File: config.mk
export PLATFORM = sky130hd
export DESIGN_NAME = flash_erase_seq
export DESIGN_NICKNAME = d
export VERILOG_FILES = /design/src/rtl/fes_pkg.sv /design/src/rtl/fes_wait_timer.sv /design/src/rtl/fes_blk_pick.sv /design/src/rtl/fes_addr_scan.sv /design/src/rtl/flash_erase_seq.sv
export SDC_FILE = /design/constraint.sdc
export NUM_CORES = 1
export LEC_CHECK = 0
export BUFFER_PORTS_ARGS = -buffer_cell sky130_fd_sc_hd__buf_2
export CAP_MARGIN = 20
export CORE_ASPECT_RATIO = 0.6
export CORE_UTILIZATION = 46
export CTS_CLUSTER_SIZE = 30
export DETAILED_ROUTE_END_ITERATION = 10
export PLACE_DENSITY = 0.87
export RECOVER_POWER = 25
export SLEW_MARGIN = 10
export SYNTH_ARGS = -nofsm -noshare
export SYNTH_HDL_FRONTEND = slang
export SYNTH_SLANG_ARGS = --single-unit
File: constraint.sdc
create_clock -name clk -period 3.21 [get_ports clk]
set_input_delay 0 -clock clk [delete_from_list [all_inputs] [get_ports clk]]
set_output_delay 0 -clock clk [all_outputs]
set_load 0.005 [all_outputs]
File: src/rtl/fes_pkg.sv
// Package: shared state encoding for the flash erase-verify sequencer.
// Assumes: nothing beyond IEEE 1800-2017 enums.
package fes_pkg;

    typedef enum logic [3:0] {
        ST_IDLE,     // waiting for start
        ST_ERASE,    // setup and pulse both on
        ST_HOLD,     // pulse off, setup still on
        ST_VENTER,   // verify mode on, before first dummy write
        ST_DUMMY,    // all-ones dummy write latching the address
        ST_VWAIT,    // wait between dummy write and read
        ST_READ,     // sample read data
        ST_VEXIT,    // verify mode off, settle gap
        ST_WROFF,    // write enable off, final gap
        ST_DONE,     // all selected blocks blank
        ST_FAIL      // a block ran out of passes
    } fes_state_t;

endpackage

File: src/rtl/fes_wait_timer.sv
// Module: fes_wait_timer
// One down-counter shared by every timed step. Loading N makes expired
// high in the N-th cycle after the load (N = 0 behaves as N = 1).
// Assumes: the owner loads it on every state change.
module fes_wait_timer #(
    parameter int WAIT_W = 16
) (
    input  logic              clk,
    input  logic              rst_n,
    input  logic              load,
    input  logic [WAIT_W-1:0] load_val,
    output logic              expired
);

    localparam logic [WAIT_W-1:0] ONE = WAIT_W'(1);

    logic [WAIT_W-1:0] cnt_q;

    // Count down from the loaded value and stop at zero.
    always_ff @(posedge clk) begin
        if (!rst_n) begin
            cnt_q <= '0;
        end else if (load) begin
            cnt_q <= load_val;
        end else if (cnt_q != '0) begin
            cnt_q <= cnt_q - ONE;
        end
    end

    assign expired = (cnt_q <= ONE);

endmodule

File: src/rtl/fes_blk_pick.sv
// Module: fes_blk_pick
// Finds the lowest set bit of a candidate mask and returns its index.
// Assumes: NUM_BLK fits in BLK_W bits of index.
module fes_blk_pick #(
    parameter int NUM_BLK = 4,
    parameter int BLK_W   = 2
) (
    input  logic [NUM_BLK-1:0] cand,
    output logic               found,
    output logic [BLK_W-1:0]   idx
);

    // Scan from the top so the lowest set bit wins.
    always_comb begin
        found = |cand;
        idx   = '0;
        for (int i = NUM_BLK - 1; i >= 0; i--) begin
            if (cand[i]) begin
                idx = BLK_W'(i);
            end
        end
    end

endmodule

File: src/rtl/fes_addr_scan.sv
// Module: fes_addr_scan
// Holds the verify address of the current pass and the end address of
// the block, and steps the address by one word per blank read.
// Assumes: first <= last for every block.
module fes_addr_scan #(
    parameter int ADDR_W = 16
) (
    input  logic              clk,
    input  logic              rst_n,
    input  logic              load,
    input  logic [ADDR_W-1:0] first,
    input  logic [ADDR_W-1:0] last,
    input  logic              step,
    output logic [ADDR_W-1:0] addr,
    output logic              at_end
);

    logic [ADDR_W-1:0] addr_q;
    logic [ADDR_W-1:0] end_q;

    // Capture the block range at pass start, advance on each step.
    always_ff @(posedge clk) begin
        if (!rst_n) begin
            addr_q <= '0;
            end_q  <= '0;
        end else if (load) begin
            addr_q <= first;
            end_q  <= last;
        end else if (step) begin
            addr_q <= addr_q + ADDR_W'(1);
        end
    end

    assign addr   = addr_q;
    assign at_end = (addr_q == end_q);

endmodule

File: src/rtl/flash_erase_seq.sv
// Module: flash_erase_seq
// Erases the masked flash blocks one at a time. Each pass applies an
// erase pulse, releases erase mode, then verifies every word of the block
// with an all-ones dummy write before each read. A non-blank word sends
// the block through another pass, up to MAX_PASS passes. All waits are
// cycle counts on inputs and run on one shared timer.
// Assumes: config inputs are stable while busy; the array returns read
// data for the last dummy-written address combinationally.
module flash_erase_seq #(
    parameter int NUM_BLK  = 4,
    parameter int ADDR_W   = 16,
    parameter int DATA_W   = 16,
    parameter int WAIT_W   = 16,
    parameter int MAX_PASS = 4,
    localparam int BLK_W   = (NUM_BLK > 1) ? $clog2(NUM_BLK) : 1
) (
    input  logic                      clk,
    input  logic                      rst_n,
    input  logic                      start,
    input  logic [NUM_BLK-1:0]        blk_mask,
    input  logic [NUM_BLK*ADDR_W-1:0] blk_first,
    input  logic [NUM_BLK*ADDR_W-1:0] blk_last,
    input  logic [WAIT_W-1:0]         wait_pulse,
    input  logic [WAIT_W-1:0]         wait_hold,
    input  logic [WAIT_W-1:0]         wait_ventry,
    input  logic [WAIT_W-1:0]         wait_vread,
    input  logic [WAIT_W-1:0]         wait_vexit,
    input  logic [WAIT_W-1:0]         wait_wroff,
    output logic                      wr_en,
    output logic                      erase_setup,
    output logic                      erase_pulse,
    output logic                      verify_mode,
    output logic [NUM_BLK-1:0]        blk_sel,
    output logic [ADDR_W-1:0]         arr_addr,
    output logic                      arr_we,
    output logic [DATA_W-1:0]         arr_wdata,
    input  logic [DATA_W-1:0]         arr_rdata,
    output logic                      busy,
    output logic                      done,
    output logic                      fail,
    output logic [BLK_W-1:0]          fail_blk
);

    import fes_pkg::*;

    localparam int PASS_W = $clog2(MAX_PASS + 1);
    localparam logic [PASS_W-1:0] PASS_MAX = PASS_W'(MAX_PASS);
    localparam logic [PASS_W-1:0] PASS_ONE = PASS_W'(1);

    fes_state_t           state_q, state_d;
    logic [BLK_W-1:0]     cur_q;
    logic [NUM_BLK-1:0]   pend_q;
    logic [PASS_W-1:0]    pass_q;
    logic                 retry_q;
    logic [BLK_W-1:0]     fblk_q;

    logic [ADDR_W-1:0]    first_arr [NUM_BLK];
    logic [ADDR_W-1:0]    last_arr  [NUM_BLK];

    logic                 idle_like;
    logic [NUM_BLK-1:0]   pick_in;
    logic                 pick_found;
    logic [BLK_W-1:0]     pick_idx;
    logic [NUM_BLK-1:0]   pick_hot;
    logic [NUM_BLK-1:0]   cur_hot;
    logic                 word_blank;
    logic                 tm_load;
    logic [WAIT_W-1:0]    tm_val;
    logic                 tm_done;
    logic                 scan_load;
    logic                 scan_step;
    logic [ADDR_W-1:0]    scan_addr;
    logic                 scan_end;

    // Split the packed block ranges into per-block words.
    for (genvar g = 0; g < NUM_BLK; g++) begin : g_range
        assign first_arr[g] = blk_first[g*ADDR_W +: ADDR_W];
        assign last_arr[g]  = blk_last[g*ADDR_W +: ADDR_W];
    end

    assign idle_like  = (state_q == ST_IDLE) || (state_q == ST_DONE) ||
                        (state_q == ST_FAIL);
    assign pick_in    = idle_like ? blk_mask : pend_q;
    assign pick_hot   = NUM_BLK'(1) << pick_idx;
    assign cur_hot    = NUM_BLK'(1) << cur_q;
    assign word_blank = &arr_rdata;

    fes_blk_pick #(
        .NUM_BLK (NUM_BLK),
        .BLK_W   (BLK_W)
    ) i_pick (
        .cand  (pick_in),
        .found (pick_found),
        .idx   (pick_idx)
    );

    fes_wait_timer #(
        .WAIT_W (WAIT_W)
    ) i_timer (
        .clk      (clk),
        .rst_n    (rst_n),
        .load     (tm_load),
        .load_val (tm_val),
        .expired  (tm_done)
    );

    fes_addr_scan #(
        .ADDR_W (ADDR_W)
    ) i_scan (
        .clk    (clk),
        .rst_n  (rst_n),
        .load   (scan_load),
        .first  (first_arr[cur_q]),
        .last   (last_arr[cur_q]),
        .step   (scan_step),
        .addr   (scan_addr),
        .at_end (scan_end)
    );

    // Next-state decision for the erase and verify sequence.
    always_comb begin
        state_d = state_q;
        unique case (state_q)
            ST_IDLE, ST_DONE, ST_FAIL: begin
                if (start) begin
                    state_d = pick_found ? ST_ERASE : ST_DONE;
                end
            end
            ST_ERASE:  if (tm_done) state_d = ST_HOLD;
            ST_HOLD:   if (tm_done) state_d = ST_VENTER;
            ST_VENTER: if (tm_done) state_d = ST_DUMMY;
            ST_DUMMY:  state_d = ST_VWAIT;
            ST_VWAIT:  if (tm_done) state_d = ST_READ;
            ST_READ: begin
                if (word_blank) begin
                    state_d = scan_end ? ST_VEXIT : ST_DUMMY;
                end else begin
                    state_d = (pass_q == PASS_MAX) ? ST_FAIL : ST_VEXIT;
                end
            end
            ST_VEXIT: begin
                if (tm_done) begin
                    state_d = (retry_q || pick_found) ? ST_ERASE : ST_WROFF;
                end
            end
            ST_WROFF:  if (tm_done) state_d = ST_DONE;
            default:   state_d = ST_IDLE;
        endcase
    end

    // Pick the wait length that belongs to the state being entered.
    always_comb begin
        unique case (state_d)
            ST_ERASE:  tm_val = wait_pulse;
            ST_HOLD:   tm_val = wait_hold;
            ST_VENTER: tm_val = wait_ventry;
            ST_VWAIT:  tm_val = wait_vread;
            ST_VEXIT:  tm_val = wait_vexit;
            ST_WROFF:  tm_val = wait_wroff;
            default:   tm_val = '0;
        endcase
    end

    assign tm_load   = (state_d != state_q);
    assign scan_load = (state_q == ST_HOLD) && (state_d == ST_VENTER);
    assign scan_step = (state_q == ST_READ) && word_blank && !scan_end;

    // State, current block, pending blocks and pass counter.
    always_ff @(posedge clk) begin
        if (!rst_n) begin
            state_q <= ST_IDLE;
            cur_q   <= '0;
            pend_q  <= '0;
            pass_q  <= '0;
            retry_q <= 1'b0;
            fblk_q  <= '0;
        end else begin
            state_q <= state_d;
            unique case (state_q)
                ST_IDLE, ST_DONE, ST_FAIL: begin
                    if (start) begin
                        fblk_q <= '0;
                        if (pick_found) begin
                            cur_q   <= pick_idx;
                            pend_q  <= blk_mask & ~pick_hot;
                            pass_q  <= PASS_ONE;
                            retry_q <= 1'b0;
                        end
                    end
                end
                ST_READ: begin
                    if (!word_blank) begin
                        if (pass_q == PASS_MAX) begin
                            fblk_q <= cur_q;
                        end else begin
                            pass_q  <= pass_q + PASS_ONE;
                            retry_q <= 1'b1;
                        end
                    end
                end
                ST_VEXIT: begin
                    if (tm_done) begin
                        if (retry_q) begin
                            retry_q <= 1'b0;
                        end else if (pick_found) begin
                            cur_q  <= pick_idx;
                            pend_q <= pend_q & ~pick_hot;
                            pass_q <= PASS_ONE;
                        end
                    end
                end
                default: ;
            endcase
        end
    end

    // Moore decode of the mode controls and status from the state.
    always_comb begin
        busy        = !idle_like;
        wr_en       = busy && (state_q != ST_WROFF);
        erase_setup = (state_q == ST_ERASE) || (state_q == ST_HOLD);
        erase_pulse = (state_q == ST_ERASE);
        verify_mode = (state_q == ST_VENTER) || (state_q == ST_DUMMY) ||
                      (state_q == ST_VWAIT)  || (state_q == ST_READ);
        arr_we      = (state_q == ST_DUMMY);
        arr_wdata   = arr_we ? '1 : '0;
        blk_sel     = wr_en ? cur_hot : '0;
        done        = (state_q == ST_DONE);
        fail        = (state_q == ST_FAIL);
    end

    assign arr_addr = scan_addr;
    assign fail_blk = fblk_q;

endmodule

# Yosys cells after proc, flatten, opt, wreduce, memory -nomap -nowiden

Index checks and enable logic that the tools add are counted.

Add/subtract/negate cells: 3
Multipliers: 0
Divide/modulo/power cells: 0
Magnitude comparators: 2
Eq/ne operators: 28
Shifts and indexed selects: 2
Mux-type cells: 59
Bitwise operators: 4
Reductions and logical operators: 28

Operators with widths:

| kind                                                  | count |
|---|---|
| 2-to-1 mux 16 bit                                     | 9 |
| one-hot mux 16 bit (6 select lines)                   | 1 |
| 2-to-1 mux 4 bit                                      | 18 |
| binary-select mux 16 bit (select 2 bit)               | 2 |
| one-hot mux 4 bit (9 select lines)                    | 1 |
| equality test 4 x 3 -> 1 bit (second input constant)  | 6 |
| 2-to-1 mux 2 bit                                      | 12 |
| 2-to-1 mux 3 bit                                      | 6 |
| AND reduction 6 bit                                   | 3 |
| adder 16 x 1 -> 16 bit (second input constant)        | 1 |
| equality test 16 bit                                  | 1 |
| equality test 4 x 2 -> 1 bit (second input constant)  | 4 |
| equality test 4 bit (second input constant)           | 4 |
| <= comparator 16 x 1 -> 1 bit (second input constant) | 1 |
| AND reduction 16 bit                                  | 1 |
| nonzero test 16 bit                                   | 1 |
| subtractor 16 x 1 -> 16 bit (second input constant)   | 1 |
| != test 2 bit (second input constant)                 | 7 |
| one-hot mux 3 bit (3 select lines)                    | 1 |
| AND 4 bit                                             | 2 |
| equality test 4 x 1 -> 1 bit (second input constant)  | 2 |
| one-hot mux 2 bit (2 select lines)                    | 2 |
| one-hot mux 4 bit (2 select lines)                    | 1 |
| AND reduction 4 bit                                   | 2 |
| other kinds (19)                                      | 37 |

Register bits: 64
Bits in latches: 0
RAM bits: 0
Memory bits (read-only): 0
Input bits: 247
Output and inout bits: 46
Logic and storage cells: 135
Memories kept: 0

# Depth between registers and ports, before layout

Depth after elaboration: 15
Gate-level depth with buffers: 13
Gate-level depth less buffers: 10

# Hierarchy

From an unflattened synthesis, not the netlist that was laid out.

Cells, all modules: 717
Area, all modules: 6226.0 µm²

Modules (own cells, without submodules):

| module          | times used | cells an instance | area an instance (µm²) | seq. area each (µm²) |
|---|---|---|---|---|
| flash_erase_seq | 1          | 412               | 3560.9                 | 320.3 |
| fes_addr_scan   | 1          | 174               | 1645.3                 | 640.6 |
| fes_wait_timer  | 1          | 124               | 984.7                  | 320.3 |
| fes_blk_pick    | 1          | 7                 | 35.0                   | 0.0 |

# Least setup slack after synthesis

Ideal clock, no wire load.

Path kind: reg2reg
Start point: register i_timer.cnt_q[0]
End point: register i_timer.cnt_q[9]
Arrival time: 2.812 ns
Required time: 3.124 ns
Setup slack: 0.311 ns
Cell stages (with the launch flop): 11
Path buffers: 0
Period minus slack after synthesis: 2.899 ns
Path through: dfxtp_1 -> inv_1 -> ha_1 -> o21ai_0 -> or2_4 -> o31ai_4 -> a21o_1 -> a2111oi_4 -> a22o_1 -> a211oi_1 -> a221oi_2

Longest elaborated chain between the ends: 6
Elaborated cells between the ends (all ways): 21
Those cells by class: 1 x add/sub; 1 x order compare; 7 x eq/ne; 10 x mux; 2 x reduce/logical

Ends and longest elaborated chain:

| element                                     | line                   | RTL |
|---|---|---|
| from (decl)                                 | fes_wait_timer.sv:17   | `logic [WAIT_W-1:0] cnt_q;` |
| from (signal assigned)                      | fes_wait_timer.sv:24   | `cnt_q <= load_val;` |
| from (signal assigned)                      | fes_wait_timer.sv:26   | `cnt_q <= cnt_q - ONE;` |
| <= comparator 16 x 1 -> 1 bit               | fes_wait_timer.sv:30   | `assign expired = (cnt_q <= ONE);` |
| 2-to-1 mux 4 bit (tied with other cells)    | flash_erase_seq.sv:146 | `ST_WROFF: if (tm_done) state_d = ST_DONE;` |
| one-hot mux 4 bit (9 select lines)          | flash_erase_seq.sv:123 | `unique case (state_q)` |
| equality test 4 bit (tied with other cells) | flash_erase_seq.sv:153 | `unique case (state_d)` |
| one-hot mux 16 bit (6 select lines)         | flash_erase_seq.sv:153 |  |
| 2-to-1 mux 16 bit                           | fes_wait_timer.sv:23   | `end else if (load) begin` |

Several ways; a longest one is shown, not always the timed one. The select of a mux whose other input is x is not followed.
A chain may end at the register's enable or synchronous reset.

# Worst setup path in the final report

Start point: register i_timer.cnt_q[10]
End point: register i_timer.cnt_q[13]

Same word-level chain as after synthesis.

==> metrics <==
first-pass GRT wire length 30.1 mm; RSZ-0062 raised after global routing true; Worst setup EP type register; Slew Limit Fails 0; total track usage 31.7%; Placer Congestion 0.959; final cell count without fillers 1122; ys flop type dfxtp_1; Max Fclk 322 MHz; cells along the critical path or4_4 > nand4b_4 > o211ai_1 > o211ai_2 > buf_12 > a211oi_4 > buf_12 > nand4_1 > o21ai_0 > a21oi_1 > a221oi_2; starting density of the core 47.9%; Die X 143 um; crit path kind reg2reg; R2R Setup Slk 0.10 ns; WL/cell 18.1 um; layout cells sized above 1 42.7%; CTS tree done; final setup fails 0; initial antenna violation count 0; Clock Power Share 23.4%; Placed Cells 1088; status finished, final reports clean; Slew HR 46.5%; clock slew at reported path FFs 0.06 ns; PortBufs 292; Yosys cell types 77; CTS H-tree lvls 3; Area Growth Syn to Fin 39.4%; # IOs 293; antenna-violating nets left 0; P_leak 3.35 nW; register area share after synthesis 23.3%; Final Hold Viols 0; Yosys reg bits 64; Int Pwr 0.00244 W; Clock Tree Root clkbuf_16; DR iter-0 viols 701; drt pass-1 iters 5; Mapped Cells 650; antenna fix cells 0; Tcrit/Tclk final 96.9%; Peak VDD IR 0.000380 V; FP Rows 30; grt ovf 0; cell area after layout 0.00767 mm2; Post-Syn Area 0.00550 mm2; max incr delay on CP 0.60 ns; largest net degree at the start of global routing 56; commonest non-fill, non-tap cell in the layout buf_2; area post-placement 0.00720 mm2; sw frac 39.2%; Post-synth EDFFs 0; most frequent cells in the layout buf_2 (277), nand2_1 (90), dfxtp_1 (62); Max Clock Skew 0.00576 ns; full die area 0.0124 mm2; DR vias/cell 5.95; mean area per synthesized cell 8.46 um2; Die H 86.7 um; CP Launch Type register; Post-Syn Nets 903; Synthesis Warnings 0; asr flop ratio synth 0%; Logic pwr share 50.0%; clock tree buffer depth 2; vias in the first global route 5891; Routed WL 20.3 mm; # nets final 1210; Max Cap Viol 0; CTS Buf Count 9; Final HPWL DP 15.7 mm; min Tclk post-route 3.11 ns; Core ar. 0.0115 mm2; DRC viols 0; Slowest cell on crit path or4_4; routed vias 6671; Clock Latency Late Sink 0.33 ns; Net Sw Power 0.00157 W; Req. time, crit path 3.46 ns; sum of negative setup slack 0 ns; Sink Count 64; Worst Path Arrival 3.36 ns; Final Core Density 66.8%; sequential share of power 26.6%; Worst path most repeated cell buf_12; Final Power 0.00401 W; CP Max Fanout 15; worst-margin pin slew 0.802 ns; power per cell area 523 mW/mm2; hold crit path type in2reg
-- layer usage --
layer	global-route usage, %	vias up	share of wire (%)
met5	0	-	0
met4	9.09	0	1.7
met3	8.90	44	12
met2	46.6	449	43
met1	45.0	3140	43
li1	-	3038	-
-- timing repair --
item	CTS	global route
resized for setup	0	7
hold buffers	12	0
hold endpoints to repair	10	0
setup buffers	0	6
endpoints found under the setup margin	0	18
-- logic make-up after synthesis --
family          Yosys count  synth area share [%]
compound gates          195                  25.6
flops                    64                  23.3
mux                      47                  15.9
fa+ha+maj                 7                  1.55
xor+xnor                 35                  5.57
simple gates            235                  21.6
buf+inv                  67                  6.46
-- per-stage QoR --
stage	hold WS [ns]	setup WS, ns
2_1_floorplan	0.122	0.311
5_1_grt	0.00729	-0.00175
4_1_cts	0.00622	0.0600
3_3_place_gp	0.289	0.183
6_report	0.00930	0.101
3_5_place_dp	0.285	0.0756
-- worst paths after layout --
path,from,endpoint,cells after the start
max,i_timer.cnt_q[10],i_timer.cnt_q[13],11
min,wait_wroff[8],i_timer.cnt_q[8],3
max reg2reg,i_timer.cnt_q[10],i_timer.cnt_q[13],11
min reg2reg,i_scan.end_q[4],i_scan.end_q[4],2
-- critical path: cells and delay by family (launching register included) --
kind,cells,cell delay (ns)
AND/OR/NAND/NOR,3,1.00
buffers and inverters,2,0.36
AO/OA/AOI/OAI,6,1.34
flip-flops,1,0.34
-- cells in the mapped netlist (3+ instances only) --
cell type  instances  area (um2)
nand2_1           90         338
dfxtp_1           64        1280
a21oi_1           52         260
nor2_1            48         180
o21ai_0           45         225
mux4_2            32         721
xnor2_1           29         254
clkbuf_1          27         101
buf_4             22         165
a22oi_1           18         135
and3_1            13        81.3
nand4_1           13        81.3
mux2i_1           12         120
nand3_1           11        55.1
nand2b_1          10        62.6
nor3_1             9        45.0
o211ai_1           9        67.6
o21a_1             9        67.6
a221o_1            8        80.1
inv_1              8        30.0
a221oi_1           7        61.3
a221oi_2           6        90.1
ha_1               6        75.1
nand3b_1           6        45.0
xor2_1             6        52.6
a22o_1             5        43.8
buf_2              5        25.0
nor3b_1            5        37.5
and2_1             4        25.0
nor2b_1            4        25.0
o31ai_1            4        30.0
a211oi_1           3        22.5
a21o_1             3        22.5
nor4_1             3        18.8
or2_2              3        18.8
or3_1              3        18.8
-- area by class of cell --
| type | count | area, um2 |
|---|---|---|
| Multi-Input combinational cell | 519 | 3900 |
| Fill cell | 959 | 3810 |
| Timing Repair Buffer | 354 | 1970 |
| Sequential cell | 64 | 1280 |
| Clock buffer | 12 | 256 |
| Tap cell | 160 | 200 |
| Inverter | 9 | 33.8 |
| Clock inverter | 4 | 28.8 |
-- flip-flops by register name (all words and copies together), names as in the netlist --
register,count
pend_q,4
fail_blk,2
pass_q,3
retry_q,1
cur_q,2
i_scan.addr,16
i_timer.cnt_q,16
state_q,4
i_scan.end_q,16
-- power by group through the flow --
stage / Combinational [W] / Sequential (W) / Clock (W)
finish: 0.00201 / 0.00107 / 0.000941
global route: 0.00214 / 0.00108 / 0.000988
global placement: 0.00183 / 0.00107 / 0
detailed placement: 0.00187 / 0.00108 / 0
floorplan: 0.00138 / 0.00100 / 0
CTS: 0.00189 / 0.00106 / 0.000949
Power figures use the tool's default switching activity.
